**src/rtl/wcb_pkg.sv**
```systemverilog
package wcb_pkg;
  // How an incoming store relates to the line it indexes
  typedef enum logic [1:0] {
    ST_INSTALL = 2'd0,  // line empty: take store, replace tag
    ST_MERGE   = 2'd1,  // same tag with pending bytes: fold in
    ST_STALL   = 2'd2   // other tag with pending bytes: hold back
  } st_kind_e;
endpackage

```
**src/rtl/wcb_line.sv**
```systemverilog
module wcb_line #(
  parameter int TAG_W = 4,
  parameter int NB    = 4
) (
  input  logic              clk,
  input  logic              rst,
  input  logic              wr_en,
  input  logic              install,
  input  logic [TAG_W-1:0]  tag_in,
  input  logic [NB*8-1:0]   data_in,
  input  logic [NB-1:0]     be_in,
  input  logic              clr_en,
  output logic [TAG_W-1:0]  tag_q,
  output logic [NB*8-1:0]   data_q,
  output logic [NB-1:0]     mask_q
);
  logic [NB-1:0] mask_nxt;

  // An accepted drain removes the bytes it carried. A store in the
  // same cycle adds its own bytes back afterwards.
  always_comb begin
    mask_nxt = clr_en ? '0 : mask_q;
    if (wr_en) mask_nxt = mask_nxt | be_in;
  end

  always_ff @(posedge clk) begin
    if (rst) begin
      tag_q  <= '0;
      data_q <= '0;
      mask_q <= '0;
    end else begin
      mask_q <= mask_nxt;
      if (wr_en && install) tag_q <= tag_in;
      for (int b = 0; b < NB; b++) begin
        if (wr_en && be_in[b]) data_q[b*8 +: 8] <= data_in[b*8 +: 8];
      end
    end
  end
endmodule

```
**src/rtl/wcb_pick.sv**
```systemverilog
module wcb_pick #(
  parameter int N  = 4,
  parameter int IW = 2
) (
  input  logic [N-1:0]  req,
  output logic          any,
  output logic [IW-1:0] idx
);
  // Lowest set bit wins
  always_comb begin
    idx = '0;
    for (int i = N - 1; i >= 0; i--) begin
      if (req[i]) idx = IW'(i);
    end
  end

  assign any = |req;
endmodule

```
**src/rtl/wcb_top.sv**
```systemverilog
module wcb_top #(
  parameter int LINE_BYTES = 8,
  parameter int LINES      = 8,   // power of two, at least 2
  parameter int LADDR_W    = 26
) (
  input  logic                    clk,
  input  logic                    rst,
  input  logic                    st_valid,
  output logic                    st_ready,
  input  logic [LADDR_W-1:0]      st_line_addr,
  input  logic [LINE_BYTES*8-1:0] st_data,
  input  logic [LINE_BYTES-1:0]   st_be,
  output logic                    wr_valid,
  input  logic                    wr_ready,
  output logic [LADDR_W-1:0]      wr_line_addr,
  output logic [LINE_BYTES*8-1:0] wr_data,
  output logic [LINE_BYTES-1:0]   wr_mask,
  input  logic                    flush,
  output logic                    flush_done
);
  import wcb_pkg::*;

  localparam int DATA_W = LINE_BYTES * 8;
  localparam int IDX_W  = $clog2(LINES);
  localparam int TAG_W  = LADDR_W - IDX_W;

  logic [TAG_W-1:0]      tag_a  [LINES];
  logic [DATA_W-1:0]     data_a [LINES];
  logic [LINE_BYTES-1:0] mask_a [LINES];
  logic [LINES-1:0]      busy;

  logic [IDX_W-1:0] st_idx;
  logic [TAG_W-1:0] st_tag;
  st_kind_e         st_kind;
  logic             st_fire;

  logic             pick_any;
  logic [IDX_W-1:0] pick_idx;
  logic             lock_q;
  logic [IDX_W-1:0] lock_idx_q;
  logic [IDX_W-1:0] drain_idx;
  logic             wr_fire;

  logic flush_pend_q;
  logic flush_hold;
  logic done_cond;

  assign st_idx = st_line_addr[IDX_W-1:0];
  assign st_tag = st_line_addr[LADDR_W-1:IDX_W];

  // Classify the store against the line it maps to
  always_comb begin
    if (!busy[st_idx])                 st_kind = ST_INSTALL;
    else if (tag_a[st_idx] == st_tag)  st_kind = ST_MERGE;
    else                               st_kind = ST_STALL;
  end

  assign flush_hold = flush | flush_pend_q;
  assign st_ready   = !flush_hold && (st_kind != ST_STALL);
  assign st_fire    = st_valid && st_ready;

  // Line storage, one slice per index
  for (genvar g = 0; g < LINES; g++) begin : g_line
    wcb_line #(.TAG_W(TAG_W), .NB(LINE_BYTES)) u_line (
      .clk     (clk),
      .rst     (rst),
      .wr_en   (st_fire && (st_idx == IDX_W'(g))),
      .install (st_kind == ST_INSTALL),
      .tag_in  (st_tag),
      .data_in (st_data),
      .be_in   (st_be),
      .clr_en  (wr_fire && (drain_idx == IDX_W'(g))),
      .tag_q   (tag_a[g]),
      .data_q  (data_a[g]),
      .mask_q  (mask_a[g])
    );
    assign busy[g] = |mask_a[g];
  end

  wcb_pick #(.N(LINES), .IW(IDX_W)) u_pick (
    .req (busy),
    .any (pick_any),
    .idx (pick_idx)
  );

  // A stalled offer keeps its line until it is accepted
  assign drain_idx    = lock_q ? lock_idx_q : pick_idx;
  assign wr_valid     = pick_any;
  assign wr_fire      = wr_valid && wr_ready;
  assign wr_line_addr = {tag_a[drain_idx], drain_idx};
  assign wr_data      = data_a[drain_idx];
  assign wr_mask      = mask_a[drain_idx];

  always_ff @(posedge clk) begin
    if (rst) begin
      lock_q     <= 1'b0;
      lock_idx_q <= '0;
    end else begin
      lock_q     <= wr_valid && !wr_ready;
      lock_idx_q <= drain_idx;
    end
  end

  // Flush tracking
  assign done_cond = flush_pend_q && !pick_any;

  always_ff @(posedge clk) begin
    if (rst) begin
      flush_pend_q <= 1'b0;
      flush_done   <= 1'b0;
    end else begin
      flush_pend_q <= (flush_pend_q | flush) & ~done_cond;
      flush_done   <= done_cond;
    end
  end
endmodule

```
**config.mk**
```make
export PLATFORM = sky130hd
export DESIGN_NAME = wcb_top
export DESIGN_NICKNAME = d
export VERILOG_FILES = /design/src/rtl/wcb_pkg.sv /design/src/rtl/wcb_line.sv /design/src/rtl/wcb_pick.sv /design/src/rtl/wcb_top.sv
export SDC_FILE = /design/constraint.sdc
export NUM_CORES = 2
export LEC_CHECK = 0
export BUFFER_PORTS_ARGS = -buffer_cell sky130_fd_sc_hd__buf_4
export CELL_PAD_IN_SITES_DETAIL_PLACEMENT = 0
export CELL_PAD_IN_SITES_GLOBAL_PLACEMENT = 1
export CORE_UTILIZATION = 34
export DETAILED_ROUTE_END_ITERATION = 10
export MAX_ROUTING_LAYER = met4
export PLACE_DENSITY_LB_ADDON = 0.1
export SYNTH_ARGS = -nofsm -noshare
export SYNTH_HDL_FRONTEND = slang
export SYNTH_SLANG_ARGS = --single-unit
```
**constraint.sdc**
```tcl
create_clock -name clk -period 8.8 [get_ports clk]
set_input_delay 1.76 -clock clk [delete_from_list [all_inputs] [get_ports clk]]
set_output_delay 1.76 -clock clk [all_outputs]
set_load 0.02 [all_outputs]
```
### After elaboration in Yosys (flattened, before gate mapping)

Cells that the tools add are included.

* bits in registers: 766
* logic and storage cells: 265
* input port bits: 103
* output and inout bits: 101

* multiplexer cells: 41
* reduce and logical (&&, ||, !) cells: 108
* bitwise operators: 13
* order comparisons: 3
* eq/ne operators: 16

Operators with widths (number)
* 64-bit binary-select mux with 3-bit select: 1
* 8-bit 2-to-1 mux: 18
* 23-bit binary-select mux with 3-bit select: 2
* 64-bit 2-to-1 mux: 2
* 1-bit logical AND: 93
* 23-bit 2-to-1 mux: 4
* 8-bit OR: 8
* 64-bit OR reduction: 1
* 8-bit OR reduction: 8
* 3-bit 2-to-1 mux: 9
* 8-bit binary-select mux with 3-bit select: 1
* 3-bit equality test (second input constant): 8
* 23-bit equality test: 1
* 3-bit by 2-bit equality test with 1-bit output (second input constant): 4
* 4-bit greater-or-equal comparator (second input constant): 2
* 3-bit NOT with 4-bit output: 2
* 3-bit by 1-bit equality test with 1-bit output (second input constant): 2
* 3-bit logical NOT: 2
* 3-bit by 4-bit < comparator with 1-bit output (second input constant): 1
* 2-bit 2-to-1 mux: 2
* 1-bit binary-select mux with 3-bit select: 1
* 1-bit logical NOT: 3
* 2-bit logical NOT: 1
* 2-bit != test (second input constant): 1
* other kinds (4): 4

### Longest topological paths before layout

* depth in word-level cells: 15
* gate-level depth with buffers: 16
* depth with buffers taken out: 10

### Modules after synthesis

Synthesis repeated with hierarchy kept, for this count alone.

* cells, all modules: 5301
* area, all modules: 42548.3 um2

Modules (own cells, without submodules)
* wcb_line: area each 4182.8 um2, cells an instance 432, sequential area each 1901.8 um2, times used 8
* wcb_top: area each 9004.9 um2, cells an instance 1832, sequential area each 120.1 um2, times used 1
* wcb_pick: area each 81.3 um2, cells an instance 13, sequential area each 0.0 um2, times used 1

### Worst setup path before layout

No wires, ideal clock.

* kind: input-to-output
* start point: input st_line_addr[1]
* end point: output st_ready
* slack: 3145 ps
* path buffers: 5
* stages: 12
* arrival time: 3895 ps
* required time: 7040 ps
* cells stage by stage: buf_6 buf_8 buf_6 mux2_2 o22ai_1 a21oi_1 xor2_1 nor4_2 and3_2 buf_12 buf_6 o21a_1

* cells in the longest elaborated chain, start to end: 9
* elaborated cells between the ends (all ways): 11
* those cells by class: 2 x eq/ne; 7 x mux; 1 x bitwise; 1 x reduce/logical

Ends and longest elaborated chain
* start: declaration: line wcb_top.sv:10 `input logic [LADDR_W-1:0] st_line_addr,`
* 3-bit NOT with 4-bit output (implied by the code): line wcb_top.sv:54 `else if (tag_a[st_idx] == st_tag) st_kind = ST_MERGE;`
* 23-bit binary-select mux with 3-bit select: line wcb_top.sv:54
* 23-bit 2-to-1 mux (implied by the code) (2 in a row): line wcb_top.sv:54
* 23-bit equality test: line wcb_top.sv:54
* 2-bit 2-to-1 mux: line wcb_top.sv:54
* 2-bit 2-to-1 mux (*): line wcb_top.sv:53 `if (!busy[st_idx]) st_kind = ST_INSTALL;`
* 2-bit != test (*): line wcb_top.sv:59 `assign st_ready = !flush_hold && (st_kind != ST_STALL);`
* 1-bit logical AND (*): line wcb_top.sv:59
* end: declaration: line wcb_top.sv:9 `output logic st_ready,`

Every way passes the cells marked *; elsewhere a longest branch is shown, timed or not. The select of a mux whose other input is x is not followed.

### Final worst setup path

* start point: register g_line[6].u_line.mask_q[4]
* end point: output wr_data[12]

* cells in the longest elaborated chain, start to end: 13

Ends and longest elaborated chain
* start: declaration: line wcb_line.sv:15 `output logic [NB-1:0] mask_q`
* start signal: assignment: line wcb_line.sv:32 `mask_q <= mask_nxt;`
* 8-bit OR reduction: line wcb_top.sv:77 `assign busy[g] = |mask_a[g];`
* 3-bit 2-to-1 mux (7 in a row): line wcb_pick.sv:13 `if (req[i]) idx = IW'(i);`
* 3-bit 2-to-1 mux: line wcb_top.sv:87 `assign drain_idx = lock_q ? lock_idx_q : pick_idx;`
* 3-bit NOT with 4-bit output (implied by the code): line wcb_top.sv:91 `assign wr_data = data_a[drain_idx];`
* 64-bit binary-select mux with 3-bit select: line wcb_top.sv:91
* 64-bit 2-to-1 mux (implied by the code) (2 in a row): line wcb_top.sv:91
* end: declaration: line wcb_top.sv:16 `output logic [LINE_BYTES*8-1:0] wr_data,`

No other way between the ends. The select of a mux whose other input is x is not followed.

==> results_dict.tcl <==
set metrics [dict create \
    tightest_slew_ns 1.29 \
    cts_resized 0 \
    synthFlopType "dfxtp_1" \
    p_total_w 0.00943 \
    rrSetupSlack_ns 4.25 \
    numCtsBuffers 93 \
    rows 121 \
    post_cts_buffers 0 \
    drive_gt1_share_pct 11.4 \
    ys_warn_count 0 \
    core_area_um2 109000 \
    crit_required_ns 7.04 \
    die_x_um 333 \
    instances_no_fill 6056 \
    fmax_mhz 143 \
    cts-root-buf "clkbuf_16" \
    path_clk_slew_ns 0.06 \
    clkPwrFrac_pct 43.3 \
    maxSlewHeadroom_pct 13.4 \
    switching_share_pct 31.5 \
    combPwrFrac_pct 19.5 \
    area_delta_synth_final_pct 14.1 \
    ir_worst_vdd_uv 139 \
    finalSetupViolCount 0 \
    track_usage_pct 24.1 \
    ys_ff_latch 766 \
    final_cell_mix "nand2_1, dfxtp_1, nand3_1" \
    grt_pass1_vias 30764 \
    hold_viol_final 0 \
    mostFrequentLayoutCell "nand2_1" \
    htreeDepth 3 \
    firstDrtPassIters 7 \
    nNetsFinal 4664 \
    wl_per_cell_um 22.1 \
    start_util_pct 34.3 \
    cpMostUsedCell "buf_4" \
    clkLatencyLatePin_ns 0.68 \
    cpPeakStageDelay_ns 0.87 \
    viasPerCell 5.26 \
    critPathLaunchType "flip-flop" \
    grt_pass1_wl_um 201000 \
    drv_cap 0 \
    synth_area_um2 37300 \
    routed_wl_um 134000 \
    post-route-period-util_pct 79.7 \
    routed-via-count 31852 \
    netlist-cell-type-count 67 \
    post-route-drc-count 0 \
    cts_hold_buffers 0 \
    place.gp.congestion 0.773 \
    skew_ns 0.0263 \
    yosysSeqAreaShare_pct 41.1 \
    syn_nets 4697 \
    syn_inst 4594 \
    cellPowerDensity_nw_per_um2 222 \
    crit_arrival_ns 5.25 \
    pin_count 204 \
    cp_slowest_cell "buf_4" \
    synth_edf_count 0 \
    avgSynthCellArea_um2 8.12 \
    dieArea_um2 111000 \
    seqPwrFrac_pct 37.2 \
    leakagePower_nw 17.4 \
    gr-total-overflow 0 \
    postRouteAntennaNets 0 \
    layout_min_cycle_time_ns 7.01 \
    internal_power_w 0.00646 \
    criticalPathCategory "flip-flop to output port" \
    grt_max_degree 185 \
    numClockSinks 766 \
    cp_max_fo 78 \
    endpoint_kind "output port" \
    synth-async-reset-ratio_pct 0 \
    tritoncts "built" \
    rsz0062_at_grt "false" \
    placed_cells 5880 \
    switching_power_w 0.00297 \
    cp_cell_sequence "or4_1, nor2_2, nand3_1, a311oi_1, o31a_2, buf_4, buf_4, nand2_1, nand3_1, nand2_1, o21ai_0, buf_4" \
    io_buffers 203 \
    fin_tns_setup_ns 0 \
    drt_iter0_drc 2073 \
    finalMaxSlewViolations 0 \
    hold_path_class "flip-flop to flip-flop" \
    clockBufferDepth 3 \
    dpl.hpwl_um 77600 \
    die_y_um 333 \
    status "finished clean" \
    antenna_found_initial 5 \
]
==> logic make-up after synthesis <==
family | share of synthesized area, %
xor gates and xnor gates | 0.634
AOI/OAI and AO/OA | 11.5
and+or+nand+nor | 28.3
buffers and inverters | 5.55
muxes | 12.9
DFF | 41.1
==> cell type report <==
class | instances | area, um2
fillers | 11234 | 66300
multi-input cells | 3405 | 20000
flip-flops and latches | 766 | 15300
clock buffers | 128 | 2700
repair buffers | 280 | 2170
well taps | 1414 | 1770
clock inverters | 43 | 533
inverters | 15 | 71.3
diodes | 5 | 12.5
==> sequential cells by signal, summed over array words and instances (netlist names) <==
| register | flops |
|---|---|
| lock_idx_q | 3 |
| flush_done | 1 |
| g_line.u_line.mask_q | 64 |
| g_line.u_line.tag_q | 184 |
| flush_pend_q | 1 |
| g_line.u_line.data_q | 512 |
| lock_q | 1 |
==> metrics by stage <==
| stage | setup WS, ns | cell area, um2 | hold slack [ns] | utilization, % |
|---|---|---|---|---|
| 6_report | 1.79 | 42600 | 0.447 | 39.1 |
| 5_1_grt | 1.46 | 42600 | 0.478 | 39.1 |
| 4_1_cts | 1.65 | 42500 | 0.450 | 39.1 |
| 3_5_place_dp | 2.24 | 39300 | 0.441 | 36.1 |
| 3_3_place_gp | 2.21 | 39300 | 0.447 | 36.1 |
| 2_1_floorplan | 3.14 | 37300 | 0.423 | - |
==> power by group through the flow <==
stage / Sequential, W / Combinational [W] / Clock (W)
after detailed placement: 0.00358 / 0.00185 / 0
after global placement: 0.00358 / 0.00185 / 0
after floorplan: 0.00358 / 0.00108 / 0
final: 0.00351 / 0.00183 / 0.00409
after global routing: 0.00351 / 0.00197 / 0.00433
after CTS: 0.00351 / 0.00186 / 0.00418
==> worst paths after layout <==
kind	start	to	depth (start not counted)
setup / recovery	g_line[6].u_line.mask_q[4]	wr_data[12]	12
hold / removal	flush_pend_q	flush_done	2
setup reg to reg	g_line[5].u_line.mask_q[0]	g_line[4].u_line.mask_q[6]	11
hold reg to reg	flush_pend_q	flush_done	2
==> worst max-delay path: cells and delay by family, from the launching register on <==
kind            cells  cell delay, ns
buf+inv             3            1.79
compound gates      3            1.20
simple gates        6            1.18
flops               1            0.33
==> per-layer routing <==
metal	track usage [%]	share of wire (%)	vias up
met5	-	0	-
met4	6.05	2.2	0
met3	2.91	4.1	174
met2	38.3	46	691
met1	32.4	47	15428
li1	-	-	15559
==> synth_stat cells (all sizes together) (3+ instances only) <==
library cell / n / area share, %
mux4: 17 / 1.0
and2: 11 / 0.18
o221ai: 6 / 0.16
nor4: 16 / 0.32
nand4: 3 / 0.050
nor3: 6 / 0.081
xnor2: 18 / 0.42
nor2b: 4 / 0.067
a32o: 8 / 0.21
mux2: 25 / 0.75
a21oi: 234 / 3.1
nor2: 20 / 0.20
nand2b: 451 / 7.6
a22oi: 3 / 0.060
a31oi: 27 / 0.45
a221oi: 5 / 0.12
inv: 14 / 0.14
nand3: 484 / 6.5
and3: 13 / 0.22
o211ai: 9 / 0.19
o21ba: 8 / 0.21
or4: 4 / 0.081
xor2: 9 / 0.21
mux2i: 415 / 11
a21o: 17 / 0.34
o22ai: 13 / 0.23
clkbuf: 254 / 2.6
o21ai: 98 / 1.3
buf: 154 / 2.8
dfxtp: 766 / 41
a22o: 128 / 3.0
a32oi: 24 / 0.56
nand4b: 3 / 0.070
nand2: 1273 / 13
o2111ai: 16 / 0.63
o31a: 3 / 0.070
o2111a: 15 / 0.45
(Power assumes the default switching activity.)
